===== config.mk =====
export PLATFORM = sky130hd
export DESIGN_NAME = e3oh_monitor
export DESIGN_NICKNAME = d
export VERILOG_FILES = /design/src/rtl/e3oh_pkg.sv /design/src/rtl/e3oh_ferf_filter.sv /design/src/rtl/e3oh_frame_check.sv /design/src/rtl/e3oh_irq_regs.sv /design/src/rtl/e3oh_monitor.sv
export SDC_FILE = /design/constraint.sdc
export NUM_CORES = 1
export LEC_CHECK = 0
export ABC_AREA = 1
export CAP_MARGIN = 30
export CORE_MARGIN = 2
export CORE_UTILIZATION = 45
export CTS_BUF_LIST = sky130_fd_sc_hd__clkbuf_16
export DETAILED_ROUTE_END_ITERATION = 6
export GPL_TIMING_DRIVEN = 0
export MAX_ROUTING_LAYER = met4
export PLACE_DENSITY = 0.71
export SLEW_MARGIN = 20
export SYNTH_ARGS = -nofsm -noshare
export SYNTH_HDL_FRONTEND = slang
export SYNTH_SLANG_ARGS = --single-unit

===== constraint.sdc =====
create_clock -name clk -period 2.6 [get_ports clk]
set_input_delay 0.26 -clock clk [delete_from_list [all_inputs] [get_ports clk]]
set_output_delay 0.26 -clock clk [all_outputs]
set_load 0.02 [all_outputs]

===== src/rtl/e3oh_pkg.sv =====
// Shared types for the E3 overhead monitor.
// Assumes: tag codes are fixed by the upstream aligner and match this enum.
package e3oh_pkg;
    typedef enum logic [2:0] {
        TAG_PAY = 3'd0,
        TAG_FA1 = 3'd1,
        TAG_FA2 = 3'd2,
        TAG_EM  = 3'd3,
        TAG_MA  = 3'd4,
        TAG_NR  = 3'd5,
        TAG_GC  = 3'd6
    } oh_tag_e;

    localparam int STAT_NB   = 4;
    localparam int ST_PT     = 0;
    localparam int ST_FRAME  = 1;
    localparam int ST_BIP    = 2;
    localparam int ST_FERF   = 3;
endpackage


===== src/rtl/e3oh_ferf_filter.sv =====
// FERF persistence filter.
// Counts consecutive frames whose FERF bit disagrees with the current alarm
// state; the alarm flips when that run reaches the selected length.
// Assumes: ma_stb pulses once per frame, with the MA byte.
module e3oh_ferf_filter #(
    parameter int NSHORT = 3,
    parameter int NLONG  = 5
) (
    input  logic clk,
    input  logic rst_n,
    input  logic ma_stb,
    input  logic ferf_bit,
    input  logic long_sel,
    output logic alarm,
    output logic change
);
    localparam int CW = $clog2(NLONG + 1);

    logic [CW-1:0] run_q;
    logic [CW-1:0] run_inc;
    logic [CW-1:0] limit;

    assign limit   = long_sel ? CW'(NLONG) : CW'(NSHORT);
    assign run_inc = run_q + CW'(1);

    // Advance the opposing-run counter and flip the alarm at the limit.
    always_ff @(posedge clk) begin
        if (!rst_n) begin
            run_q  <= '0;
            alarm  <= 1'b0;
            change <= 1'b0;
        end else begin
            change <= 1'b0;
            if (ma_stb) begin
                if (ferf_bit != alarm) begin
                    if (run_inc >= limit) begin
                        alarm  <= ferf_bit;
                        change <= 1'b1;
                        run_q  <= '0;
                    end else begin
                        run_q  <= run_inc;
                    end
                end else begin
                    run_q <= '0;
                end
            end
        end
    end
endmodule


===== src/rtl/e3oh_frame_check.sv =====
// Per-frame byte checks: framing bytes, BIP-8 against the next EM byte,
// payload-type change between frames. Emits one-cycle registered events.
// Assumes: sof comes with a valid byte, and EM is not the first byte of a frame.
module e3oh_frame_check
    import e3oh_pkg::*;
#(
    parameter int          DW      = 8,
    parameter logic [DW-1:0] FA1_VAL = 8'hF6,
    parameter logic [DW-1:0] FA2_VAL = 8'h28,
    parameter int          PT_HI   = 5,
    parameter int          PT_LO   = 3
) (
    input  logic          clk,
    input  logic          rst_n,
    input  logic [DW-1:0] byte_in,
    input  logic          byte_vld,
    input  oh_tag_e       tag,
    input  logic          sof,
    output logic          fa_err,
    output logic          bip_err,
    output logic          pt_chg
);
    localparam int PTW = PT_HI - PT_LO + 1;

    logic [DW-1:0]  acc_q;
    logic [DW-1:0]  prev_q;
    logic           prev_ok_q;
    logic           in_frame_q;
    logic [PTW-1:0] pt_q;
    logic           pt_ok_q;

    // Running parity of the current frame and the final parity of the last one.
    always_ff @(posedge clk) begin
        if (!rst_n) begin
            acc_q      <= '0;
            prev_q     <= '0;
            prev_ok_q  <= 1'b0;
            in_frame_q <= 1'b0;
        end else if (byte_vld) begin
            if (sof) begin
                prev_q     <= acc_q;
                prev_ok_q  <= in_frame_q;
                acc_q      <= byte_in;
                in_frame_q <= 1'b1;
            end else begin
                acc_q <= acc_q ^ byte_in;
            end
        end
    end

    // Payload type memory for the frame-to-frame comparison.
    always_ff @(posedge clk) begin
        if (!rst_n) begin
            pt_q    <= '0;
            pt_ok_q <= 1'b0;
        end else if (byte_vld && tag == TAG_MA) begin
            pt_q    <= byte_in[PT_HI:PT_LO];
            pt_ok_q <= 1'b1;
        end
    end

    // Registered error events.
    always_ff @(posedge clk) begin
        if (!rst_n) begin
            fa_err  <= 1'b0;
            bip_err <= 1'b0;
            pt_chg  <= 1'b0;
        end else begin
            fa_err  <= byte_vld &&
                       ((tag == TAG_FA1 && byte_in != FA1_VAL) ||
                        (tag == TAG_FA2 && byte_in != FA2_VAL));
            bip_err <= byte_vld && tag == TAG_EM && prev_ok_q && byte_in != prev_q;
            pt_chg  <= byte_vld && tag == TAG_MA && pt_ok_q &&
                       byte_in[PT_HI:PT_LO] != pt_q;
        end
    end
endmodule


===== src/rtl/e3oh_irq_regs.sv =====
// Sticky status bits cleared by a read strobe, and the masked interrupt OR.
// Assumes: an event in the read cycle survives the clear.
module e3oh_irq_regs #(
    parameter int NB = 4
) (
    input  logic          clk,
    input  logic          rst_n,
    input  logic [NB-1:0] evt,
    input  logic          rd,
    input  logic [NB-1:0] en,
    output logic [NB-1:0] stat,
    output logic          irq
);
    genvar gi;
    generate
        for (gi = 0; gi < NB; gi++) begin : g_bit
            // Hold one sticky status bit.
            always_ff @(posedge clk) begin
                if (!rst_n) stat[gi] <= 1'b0;
                else        stat[gi] <= evt[gi] | (stat[gi] & ~rd);
            end
        end
    endgenerate

    // Combine enabled status bits into the interrupt line.
    always_comb irq = |(stat & en);
endmodule


===== src/rtl/e3oh_monitor.sv =====
// E3 overhead alarm and interrupt monitor (top).
// Takes an aligned, tagged byte stream; produces a filtered FERF alarm,
// sticky status with interrupt, and the selected data-link octet.
// Assumes: frame alignment is done upstream; one MA, EM, NR and GC per frame.
module e3oh_monitor
    import e3oh_pkg::*;
#(
    parameter int            DW       = 8,
    parameter logic [DW-1:0] FA1_VAL  = 8'hF6,
    parameter logic [DW-1:0] FA2_VAL  = 8'h28,
    parameter int            FERF_BIT = 7,
    parameter int            NSHORT   = 3,
    parameter int            NLONG    = 5
) (
    input  logic               clk,
    input  logic               rst_n,
    input  logic [DW-1:0]      byte_in,
    input  logic               byte_vld,
    input  logic [2:0]         byte_tag,
    input  logic               sof,
    input  logic               cfg_ferf5,
    input  logic               cfg_dl_nr,
    input  logic [STAT_NB-1:0] irq_en,
    input  logic               stat_rd,
    output logic [STAT_NB-1:0] stat_q,
    output logic               irq,
    output logic               ferf_alarm,
    output logic [DW-1:0]      dl_byte,
    output logic               dl_vld
);
    oh_tag_e            tag;
    logic               ma_stb;
    logic               ferf_chg;
    logic               fa_err;
    logic               bip_err;
    logic               pt_chg;
    logic [STAT_NB-1:0] evt;
    logic               dl_pick;

    assign tag    = oh_tag_e'(byte_tag);
    assign ma_stb = byte_vld && tag == TAG_MA;

    e3oh_ferf_filter #(.NSHORT(NSHORT), .NLONG(NLONG)) u_ferf (
        .clk      (clk),
        .rst_n    (rst_n),
        .ma_stb   (ma_stb),
        .ferf_bit (byte_in[FERF_BIT]),
        .long_sel (cfg_ferf5),
        .alarm    (ferf_alarm),
        .change   (ferf_chg)
    );

    e3oh_frame_check #(.DW(DW), .FA1_VAL(FA1_VAL), .FA2_VAL(FA2_VAL)) u_chk (
        .clk      (clk),
        .rst_n    (rst_n),
        .byte_in  (byte_in),
        .byte_vld (byte_vld),
        .tag      (tag),
        .sof      (sof),
        .fa_err   (fa_err),
        .bip_err  (bip_err),
        .pt_chg   (pt_chg)
    );

    // Map events onto their status bit positions.
    always_comb begin
        evt           = '0;
        evt[ST_FERF]  = ferf_chg;
        evt[ST_BIP]   = bip_err;
        evt[ST_FRAME] = fa_err;
        evt[ST_PT]    = pt_chg;
    end

    e3oh_irq_regs #(.NB(STAT_NB)) u_irq (
        .clk   (clk),
        .rst_n (rst_n),
        .evt   (evt),
        .rd    (stat_rd),
        .en    (irq_en),
        .stat  (stat_q),
        .irq   (irq)
    );

    assign dl_pick = byte_vld && (cfg_dl_nr ? (tag == TAG_NR) : (tag == TAG_GC));

    // Forward the selected data-link octet with a one-cycle strobe.
    always_ff @(posedge clk) begin
        if (!rst_n) begin
            dl_byte <= '0;
            dl_vld  <= 1'b0;
        end else begin
            dl_vld <= dl_pick;
            if (dl_pick) dl_byte <= byte_in;
        end
    end
endmodule


==> impl_results.md <==
- Initial Utilization: 47.9%
- Post-synth EDFFs: 0
- DP Cell Count: 361
- Non-Filler Instances: 369
- Asr flop ratio synth: 0%
- Initial antenna violation count: 0
- Input/output buffers: 35
- CTS Buffer Depth: 2
- FF-to-FF setup slack: 0.89 ns
- Row cnt: 23
- RSZ-0062 raised after global routing: no
- Via/cell ratio: 5.08
- Crit path DAT: 1.93 ns
- Most frequent cells in the layout: nand2_1 (63), dfxtp_1 (43), clkdlybuf4s50_1 (35), inv_1 (34), nor2_1 (33)
- H-tree depth: 2
- Gr ovfl total: 0
- Minimum clock period: 1.71 ns
- I/O Pins: 37
- LEAKAGE: 0.00108 µW
- Router iterations before antenna repair: 4
- CTS buffer count: 5
- Die Y: 70.0 µm
- Final Cell Area: 2560 µm²
- Commonest non-fill, non-tap cell in the layout: nand2_1
- Relative slew slack: 69.1%
- Post-Synthesis Cells: 276
- Final Hold Vio Count: 0
- Cell Area, Synth: 1960 µm²
- CTS Root Buffer Type: clkbuf_16
- Setup TNS: 0 ns
- Critical-path maximum fanout: 4
- DIE AREA: 4900 µm²
- DIE WIDTH: 70.0 µm
- Largest net degree at the start of global routing: 14
- Setup Skew: 0.00256 ns
- Area Overhead vs Synth: 30.7%
- Critical path endpoint category: register
- GRT Util Overall: 19.8%
- Post-route ant nets: 0
- Crit share post-route: 65.9%
- Avg Inst Size Synth: 7.10 µm²
- Sequential cell area fraction in the yosys report: 43.9%
- Fillers: 386
- # Max-Cap Violations: 0
- Max Freq: 0.584 GHz
- Vias post-DR: 1874
- First-pass GRT wire length: 7560 µm
- Worst-Skew Late Latency: 0.28 ns
- Pre-CTS setup slack: 0.820 ns
- YS warnings: 0
- Unique masters post-synth: 25
- Status: completed
- Sink Count: 43
- Ys flop type: dfxtp_1
- Placement Cell Area: 2370 µm²
- Crit start category: register
- Wirelength per Cell: 12.3 µm
- CP Class: register to register
- Core Footprint: 4090 µm²
- Slowest library cell on the worst path: dfxtp_1
- Placed wire-length estimate: 3300 µm
- Routed WL: 4560 µm
- Max stage delay on crit path: 0.37 ns
- Initial drt markers: 100
- Final Power: 1680 µW
- Setup Viol. Count Final: 0
- Synthesized flop and latch total: 43
- Hold buffers post-CTS: 0
- Actual slew at the worst max-slew pin: 0.463 ns
- Worst path cell trace: ha_1 > xor2_1 > ha_1 > nand2_1 > nand2_1 > nor2_1 > nand3_1 > a21oi_1
- Pwr per Cell Area: 655 nW/µm²
- Final worst-path setup slack: 0.888 ns
- Sequential cell area: 861 µm²
- Share of cells above drive strength 1: 5.96%
- Number of global-route vias before repair: 1617
- Worst VDD drop: 0.000438 V
- # DRC: 0
- Synth Net Count: 301
- Post-CTS Setup Inserts: 0
- Area of the multi-input gates: 922 µm²
- Final nets: 343
- Clock transition at path regs: 0.06 ns
- Ant diodes: 0
- RePlAce Congestion: 0.824
- Worst min path class: primary input to register
- Quantity of gates resized following cts: 0
- Slew Viols, Final: 0
- CTS tree: yes
- Req. time, crit path: 2.81 ns
critical path, delay by kind of cell, from the launching register on:
family | cells | cell delay [ns]
and+or+nand+nor | 4 | 0.50
adders and majority gates | 2 | 0.46
AOI/OAI and AO/OA | 1 | 0.12
DFF | 1 | 0.37
xor gates and xnor gates | 1 | 0.20
layout make-up:
class	count	area share, %
clock buffer	5	4.89
inverter	37	5.42
timing repair buffer	35	13.7
multi-input combinational	189	36.0
tap	50	2.44
sequential	43	33.6
buffer	7	1.47
clock inverter	3	2.49
registers in the layout, indices dropped and copies added, names as in the netlist:
signal and cells:
dl_byte 8, u_chk.pt_q 3, u_chk.pt_ok_q 1, u_ferf.change 1, u_chk.bip_err 1, dl_vld 1
u_chk.in_frame_q 1, u_chk.acc_q 8, u_chk.prev_ok_q 1, u_ferf.alarm 1, u_chk.pt_chg 1, u_irq.stat 4
u_ferf.run_q 3, u_chk.fa_err 1, u_chk.prev_q 8
cells by family (layout without fill, tap and decap cells):
| group | after synthesis | after routing | synth area share [%] |
|---|---|---|---|
| AO/OA/AOI/OAI | 52 | 52 | 14.0 |
| XOR/XNOR | 5 | 5 | 2.24 |
| adder cells (fa/ha/maj) | 3 | 3 | 1.92 |
| buffers and inverters | 44 | 87 | 9.00 |
| flip-flops | 43 | 43 | 43.9 |
| AND/OR/NAND/NOR | 129 | 129 | 28.9 |
synth_stat cells (all sizes together), types with 5 or more instances:
| cell | number | share of area (%) |
|---|---|---|
| nand3 | 11 | 3.1 |
| dfxtp | 43 | 44 |
| buf | 5 | 1.5 |
| o22ai | 8 | 2.6 |
| nand2 | 65 | 13 |
| nor2 | 34 | 6.9 |
| nand4 | 9 | 2.9 |
| inv | 37 | 7.1 |
| nor4 | 9 | 2.9 |
| o21ai | 14 | 3.6 |
| a21oi | 28 | 7.2 |
layer usage:
metal | vias to the layer above | GRT usage, % | share of wire (%)
li1 | 990 | - | -
met1 | 818 | 25.8 | 49
met2 | 59 | 30.4 | 44
met3 | 7 | 4.62 | 6.0
met4 | 0 | 6.62 | 1.3
met5 | - | - | 0
power breakdown:
part / internal [µW] / switching [µW] / total [µW]
Sequential: 685 / 12.0 / 697
Clock: 546 / 240 / 786
Combinational: 80.4 / 115 / 195
per-stage QoR:
stage	hold WS, ns	util, %
3_5_place_dp	0.429	58.1
5_1_grt	0.351	62.7
3_3_place_gp	0.425	58.1
2_1_floorplan	0.398	-
4_1_cts	0.334	62.7
6_report	0.340	62.7
worst paths after layout:
kind,start,endpoint,cells past startpoint
setup / recovery,u_ferf.run_q[0]$_SDFFE_PN0N_,u_ferf.run_q[2]$_SDFFE_PN0N_,8
hold / removal,sof,u_chk.acc_q[6]$_SDFFE_PN0P_,3
setup reg to reg,u_ferf.run_q[0]$_SDFFE_PN0N_,u_ferf.run_q[2]$_SDFFE_PN0N_,8
hold reg to reg,u_chk.bip_err$_SDFF_PN0_,u_irq.stat[2]$_SDFF_PN0_,2
Power figures use the tool's default switching activity.
